## config.mk

```make
export PLATFORM = sky130hd
export DESIGN_NAME = nvm_ctl
export DESIGN_NICKNAME = d
export VERILOG_FILES = /design/src/rtl/nvm_pkg.sv /design/src/rtl/nvm_store.sv /design/src/rtl/nvm_wr_timer.sv /design/src/rtl/nvm_ctl_reg.sv /design/src/rtl/nvm_ctl.sv
export SDC_FILE = /design/constraint.sdc
export NUM_CORES = 2
export LEC_CHECK = 0
export ABC_AREA = 1
export ABC_CLOCK_PERIOD_IN_PS = 4900
export BUFFER_PORTS_ARGS = -buffer_cell sky130_fd_sc_hd__buf_2
export CAP_MARGIN = 30
export CORE_MARGIN = 2
export CORE_UTILIZATION = 28
export CTS_CLUSTER_SIZE = 8
export DETAILED_ROUTE_END_ITERATION = 10
export PLACE_DENSITY_LB_ADDON = 0.15
export SLEW_MARGIN = 20
export SYNTH_ARGS = -nofsm -noshare
export SYNTH_HDL_FRONTEND = slang
export SYNTH_SLANG_ARGS = --single-unit
```

## constraint.sdc

```tcl
create_clock -name clk -period 4.9 [get_ports clk]
set_input_delay 0 -clock clk [delete_from_list [all_inputs] [get_ports clk]]
set_output_delay 0 -clock clk [all_outputs]
set_load 0.1 [all_outputs]
```

## src/rtl/nvm_pkg.sv

```systemverilog
package nvm_pkg;

    // Control register image, bit 7 down to bit 0
    typedef struct packed {
        logic prog;   // 7: program bank select
        logic cfg;    // 6: configuration bank select
        logic rsvd;   // 5: always reads 0
        logic erase;  // 4: row erase on next write start
        logic err;    // 3: aborted write flag
        logic wen;    // 2: write enable
        logic wr;     // 1: write/erase start, hardware cleared
        logic rd;     // 0: read start, hardware cleared
    } nvm_ctl_t;

    typedef enum logic [1:0] {
        BANK_DATA = 2'd0,
        BANK_PROG = 2'd1,
        BANK_CFG  = 2'd2
    } nvm_bank_e;

    localparam int NUM_BANKS = 3;
    localparam int ROW_BYTES = 8;
    localparam int ROW_W     = $clog2(ROW_BYTES);
    localparam logic [7:0] ERASED = 8'hFF;

    localparam logic [1:0] CSR_CTL  = 2'd0;
    localparam logic [1:0] CSR_ADDR = 2'd1;
    localparam logic [1:0] CSR_DATA = 2'd2;

    // Configuration select wins over program select
    function automatic nvm_bank_e bank_of(input nvm_ctl_t c);
        if (c.cfg)       return BANK_CFG;
        else if (c.prog) return BANK_PROG;
        else             return BANK_DATA;
    endfunction

    function automatic logic [7:0] ctl_image(input nvm_ctl_t c);
        nvm_ctl_t v;
        v      = c;
        v.rsvd = 1'b0;
        return v;
    endfunction

endpackage

```

## src/rtl/nvm_store.sv

```systemverilog
module nvm_store
    import nvm_pkg::*;
#(
    parameter int ADDR_W = 6
) (
    input  logic              clk,
    input  logic              por,
    input  logic              wr_en,
    input  logic              erase_en,
    input  nvm_bank_e         bank,
    input  logic [ADDR_W-1:0] addr,
    input  logic [7:0]        wdata,
    output logic [7:0]        rdata
);
    localparam int DEPTH = 1 << ADDR_W;

    logic [7:0] bank_rd [NUM_BANKS];

    for (genvar b = 0; b < NUM_BANKS; b++) begin : g_bank
        logic [7:0] mem [DEPTH];

        always_ff @(posedge clk) begin
            if (por) begin
                for (int i = 0; i < DEPTH; i++) mem[i] <= 8'h00;
            end else if (int'(bank) == b) begin
                if (wr_en) begin
                    mem[addr] <= wdata;
                end else if (erase_en) begin
                    for (int j = 0; j < ROW_BYTES; j++)
                        mem[{addr[ADDR_W-1:ROW_W], ROW_W'(j)}] <= ERASED;
                end
            end
        end

        assign bank_rd[b] = mem[addr];
    end

    always_comb begin
        rdata = 8'h00;
        for (int b = 0; b < NUM_BANKS; b++)
            if (int'(bank) == b) rdata = bank_rd[b];
    end

endmodule

```

## src/rtl/nvm_wr_timer.sv

```systemverilog
module nvm_wr_timer #(
    parameter int WR_CYCLES = 16
) (
    input  logic clk,
    input  logic por,
    input  logic wrst,
    input  logic start,
    output logic busy,
    output logic done
);
    localparam int CW = $clog2(WR_CYCLES + 1);

    logic          run_q;
    logic [CW-1:0] left_q;

    always_ff @(posedge clk) begin
        if (por || wrst) begin
            run_q  <= 1'b0;
            left_q <= '0;
        end else if (run_q) begin
            if (left_q == '0) run_q <= 1'b0;
            else              left_q <= left_q - 1'b1;
        end else if (start) begin
            run_q  <= 1'b1;
            left_q <= CW'(WR_CYCLES - 1);
        end
    end

    assign busy = run_q;
    assign done = run_q && (left_q == '0);

endmodule

```

## src/rtl/nvm_ctl_reg.sv

```systemverilog
module nvm_ctl_reg
    import nvm_pkg::*;
#(
    parameter int ADDR_W = 6
) (
    input  logic              clk,
    input  logic              por,
    input  logic              wrst,
    input  logic              csr_we,
    input  logic [1:0]        csr_sel,
    input  logic [7:0]        csr_wdata,
    input  logic              busy,
    input  logic              done,
    input  logic [7:0]        rd_byte,
    output nvm_ctl_t          ctl_q,
    output logic [ADDR_W-1:0] addr_q,
    output logic [7:0]        data_q,
    output logic              start_wr
);
    nvm_ctl_t wv;
    logic     bus_ok;
    logic     ctl_acc;
    logic     start_rd;

    assign wv       = nvm_ctl_t'(csr_wdata);
    assign bus_ok   = csr_we && !busy;
    assign ctl_acc  = bus_ok && (csr_sel == CSR_CTL);
    assign start_wr = ctl_acc && wv.wr && wv.wen;
    assign start_rd = ctl_acc && wv.rd && !wv.prog && !start_wr;

    always_ff @(posedge clk) begin
        if (por) begin
            ctl_q  <= '0;
            addr_q <= '0;
            data_q <= '0;
        end else if (wrst) begin
            if (busy) ctl_q.err <= 1'b1;
            ctl_q.erase <= 1'b0;
            ctl_q.wen   <= 1'b0;
            ctl_q.wr    <= 1'b0;
            ctl_q.rd    <= 1'b0;
        end else begin
            if (ctl_q.rd) begin
                ctl_q.rd <= 1'b0;
                data_q   <= rd_byte;
            end
            if (done) begin
                ctl_q.wr  <= 1'b0;
                ctl_q.err <= 1'b0;
            end
            if (ctl_acc) begin
                ctl_q.prog  <= wv.prog;
                ctl_q.cfg   <= wv.cfg;
                ctl_q.erase <= wv.erase;
                ctl_q.err   <= wv.err;
                ctl_q.wen   <= wv.wen;
                if (start_wr) ctl_q.wr <= 1'b1;
                if (start_rd) ctl_q.rd <= 1'b1;
            end
            if (bus_ok && csr_sel == CSR_ADDR)
                addr_q <= csr_wdata[ADDR_W-1:0];
            if (bus_ok && csr_sel == CSR_DATA && !ctl_q.rd)
                data_q <= csr_wdata;
        end
    end

endmodule

```

## src/rtl/nvm_ctl.sv

```systemverilog
module nvm_ctl
    import nvm_pkg::*;
#(
    parameter int ADDR_W    = 6,
    parameter int WR_CYCLES = 16
) (
    input  logic       clk,
    input  logic       por,
    input  logic       wrst,
    input  logic       csr_we,
    input  logic [1:0] csr_sel,
    input  logic [7:0] csr_wdata,
    output logic [7:0] csr_rdata,
    output logic       busy
);
    nvm_ctl_t          ctl_q;
    logic [ADDR_W-1:0] addr_q;
    logic [7:0]        data_q;
    logic [7:0]        rd_byte;
    logic              start_wr;
    logic              done;
    logic              commit;
    nvm_bank_e         bank;

    nvm_ctl_reg #(.ADDR_W(ADDR_W)) u_reg (
        .clk       (clk),
        .por       (por),
        .wrst      (wrst),
        .csr_we    (csr_we),
        .csr_sel   (csr_sel),
        .csr_wdata (csr_wdata),
        .busy      (busy),
        .done      (done),
        .rd_byte   (rd_byte),
        .ctl_q     (ctl_q),
        .addr_q    (addr_q),
        .data_q    (data_q),
        .start_wr  (start_wr)
    );

    nvm_wr_timer #(.WR_CYCLES(WR_CYCLES)) u_timer (
        .clk   (clk),
        .por   (por),
        .wrst  (wrst),
        .start (start_wr),
        .busy  (busy),
        .done  (done)
    );

    assign bank   = bank_of(ctl_q);
    assign commit = done && !por && !wrst;

    nvm_store #(.ADDR_W(ADDR_W)) u_store (
        .clk      (clk),
        .por      (por),
        .wr_en    (commit && !ctl_q.erase),
        .erase_en (commit && ctl_q.erase),
        .bank     (bank),
        .addr     (addr_q),
        .wdata    (data_q),
        .rdata    (rd_byte)
    );

    always_comb begin
        csr_rdata = 8'h00;
        case (csr_sel)
            CSR_CTL:  csr_rdata = ctl_image(ctl_q);
            CSR_ADDR: csr_rdata[ADDR_W-1:0] = addr_q;
            CSR_DATA: csr_rdata = data_q;
            default:  csr_rdata = 8'h00;
        endcase
    end

endmodule

```

==> impl_metrics.py <==
metrics = {
    "synth": {
        "post-synth-top-count-cell": "nand2_1",
        "syn_area_sq_um": 71780,
        "synth_largest_area_cell": "dfxtp_1",
        "synth-xor-area-share_pct": 0,
        "synth_flop_cell": "dfxtp_1",
        "synth.mux.area_fraction_pct": 0,
        "ys_top_cells_by_count": "nand2_1, nand3_1, dfxtp_1, clkbuf_1, nor2_1",
        "synthAdderAreaFrac_pct": 0.03486,
        "async_reset_ff_share_pct": 0,
        "synth_edf_count": 0,
        "synth_seq_cells": 1569,
        "synth.top_cell.area_share_pct": 43.76,
        "netlist_instances": 10850,
        "synth_compound_area_share_pct": 0.5735,
        "synth_top_family_by_area": "simple AND/OR/NAND/NOR gates",
        "seq_area_frac_synth_pct": 43.76,
        "synthSimpleGateAreaFrac_pct": 51.14,
        "synth_area_leaders": "dfxtp_1, nand2_1, nand3_1, nor2_4, clkbuf_1",
        "synth_area_per_cell_sq_um": 6.615,
        "ys_warn_count": 0,
        "synthDistinctLibCells": 28,
        "syn_nets": 10870,
    },
    "worst_setup_path": {
        "rr_endpoint": "u_store.g_bank[0].mem[3][1]",
        "path_max_fanout": 32,
        "reg2reg_slack_ns": 1.09,
        "start_kind": "flop",
        "worstReg2RegStart": "u_timer.left_q[0]",
        "critPathKind": "reg -> reg",
        "worstPathArrival_ns": 4.52,
        "r2r.worst_path.cells": 12,
        "cp-end-kind": "flop",
        "setup.worst_path.start": "u_timer.left_q[0]",
        "required_ns": 5.61,
        "crit_end": "u_store.g_bank[0].mem[3][1]",
    },
    "clocking": {
        "ctsResizeCount": 0,
        "cts_buffers": 215,
        "clk_pin_slew_ns": 0.05,
        "cts_sinks": 1569,
        "clock_latency_ns": 0.88,
        "htreeDepth": 4,
        "clockRootBuffer": "clkbuf_16",
        "tritoncts": "yes",
        "clockBufferDepth": 3,
        "cts_hold_buf": 28,
        "cts_setup_buffers": 0,
    },
    "timing": {
        "slew_headroom_pct": 25.56,
        "setup_ws_ns": 1.088,
        "hold_violations": 0,
        "slew_viol_final": 0,
        "fin_crit_ns": 3.812,
        "finClkSkew_ns": 0.06560,
        "tns_ns": 0,
        "timing.fmax_ghz": 0.2623,
        "grt_setup_unrepaired": "no",
        "period_share_pct": 77.80,
        "setup_viol": 0,
        "worst_pin_slew_ns": 1.117,
    },
    "global_route": {
        "antenna_found_initial": 3,
        "grt_max_degree": 160,
        "grt_overflow_total": 0,
        "grt_pass1_wl_um": 444200,
        "grt_pass1_vias": 66670,
        "grt_usage_pct": 22.23,
    },
    "floorplan": {
        "rows": 185,
        "die_h_um": 510.3,
        "initial_core_util_pct": 28.19,
        "ios": 23,
        "fp.dieArea_sq_um": 260400,
        "dieWidth_um": 510.3,
        "coreArea_sq_um": 254600,
    },
    "route": {
        "firstDrtPassIters": 6,
        "vias_per_cell": 5.111,
        "routed_wl_um": 297300,
        "drt_iter0_markers": 7910,
        "ant_nets": 0,
        "avgRoutedWirePerCell_um": 21.32,
        "drc": 0,
        "dr_total_vias": 71290,
    },
    "place": {
        "place.gp.congestion": 0.8767,
        "portBuffers": 22,
        "hpwlAfterDp_um": 178100,
        "numPlacedInstances": 13670,
        "dpl-instance-area_sq_um": 74820,
        "preCtsSetupSlack_ns": 1.089,
    },
    "final_layout": {
        "syn_to_final_growth_pct": 12.67,
        "seq_area_sq_um": 31460,
        "post-route-cell-area_sq_um": 80870,
        "num-nets-final": 10570,
        "post_route_cells_drive_above_1_share_pct": 6.579,
        "nFillCells": 27760,
        "stdcell_count": 13950,
        "multiInputGateArea_sq_um": 37250,
    },
    "outcome": {
        "status": "complete, no violations",
    },
    "hold_path": {
        "holdCritPathClass": "in -> reg",
        "holdPathStages": 4,
    },
    "pwr": {
        "p_per_area_nw_per_um2": 343.9,
        "cellLeakagePower_nw": 34.08,
        "peakVddDrop_mv": 0.3996,
    },
    "run": {
        "cap_violations": 0,
    },
}
==> worst max-delay path, cell delays in order, from the launching register on <==
cell and delay [ns]:
dfxtp_1 0.33, inv_1 0.09, ha_1 0.15, nand4_1 0.28
nor2_2 0.22, nand2_1 0.12, inv_1 0.20, nand3_4 0.55
buf_12 0.49, nor2_2 0.64, nor2_1 0.31, nand2_1 0.13
nand3_1 0.06
==> layout by cell type, fill, tap and decap left out, drive strengths merged <==
cell type / synthesis / final
clkinv: 1 / 8
o221ai: 2 / 2
diode: 0 / 2
a21oi: 34 / 34
a311oi: 1 / 1
dlygate4sd3: 0 / 28
nand2: 5160 / 5160
o21ai: 33 / 33
dfxtp: 1569 / 1569
nor3: 22 / 22
nor2: 424 / 424
a211oi: 1 / 1
inv: 70 / 75
nand4: 1 / 1
a31oi: 2 / 2
buf: 219 / 162
o31ai: 1 / 1
clkbuf: 485 / 230
o211ai: 3 / 3
nand3: 2821 / 2821
ha: 2 / 2
==> registers in the layout, summed over array words and instances (netlist names), named ones only <==
| name | count |
|---|---|
| u_reg.addr_q | 6 |
| u_reg.ctl_q | 7 |
| u_reg.data_q | 8 |
| u_store.g_bank.mem | 1536 |
| u_timer.busy | 1 |
| u_timer.left_q | 5 |
==> stage by stage <==
step / utilization, % / hold WS (ns) / power (mW)
final: 31.76 / 0.08959 / 27.81
after global routing: 31.76 / 0.08321 / 28.68
after CTS: 31.76 / 0.02591 / 28.09
after detailed placement: 29.39 / 0.2431 / 14.36
after global placement: 29.38 / 0.2487 / 14.36
after floorplan: - / 0.07794 / 13.78
==> worst min-delay path by stage <==
stage	start	end	slack (ns)
floorplan	csr_wdata[7]	u_reg.ctl_q[0]	0.08
global placement	csr_wdata[7]	u_reg.ctl_q[0]	0.25
detailed placement	csr_wdata[7]	u_reg.ctl_q[0]	0.24
CTS	csr_wdata[1]	flop	0.03
global route	csr_wdata[5]	u_reg.addr_q[5]	0.08
finish	csr_wdata[1]	flop	0.09
==> logic make-up (layout without fill, tap and decap cells) <==
logic type                 Yosys count  in the layout
other                                0              2
adders and majority gates            2              2
AOI/OAI and AO/OA                   77             77
DFF                               1569           1569
buffers and inverters              775            503
and+or+nand+nor                   8428           8428
==> routing by layer <==
| layer | wire (um) | up-vias | global-route usage (%) | share of wire, % |
|---|---|---|---|---|
| met3 | 18800 | 421 | 3.418 | 6.3 |
| met4 | 8154 | 0 | 6.497 | 2.7 |
| met2 | 131800 | 2226 | 34.46 | 44 |
| li1 | - | 34430 | - | - |
| met5 | 0 | - | 0 | 0 |
| met1 | 138500 | 34210 | 31.63 | 47 |
==> final cells by class <==
| class | count | area share [%] |
|---|---|---|
| diodes | 2 | 0.006188 |
| clock buffers | 230 | 6.864 |
| clock inverters | 12 | 0.2553 |
| inverters | 71 | 0.3667 |
| multi-input cells | 8507 | 46.05 |
| flip-flops and latches | 1569 | 38.90 |
| well taps | 3366 | 5.208 |
| repair buffers | 190 | 2.350 |
==> power breakdown <==
group	internal (mW)	switching, mW	total, mW
sequential	12.8	0.0467	12.8
combinational	0.246	1.06	1.30
clock	7.87	5.82	13.7
total	20.9	6.92	27.8
Note: power is estimated with default switching activity, not from simulation.
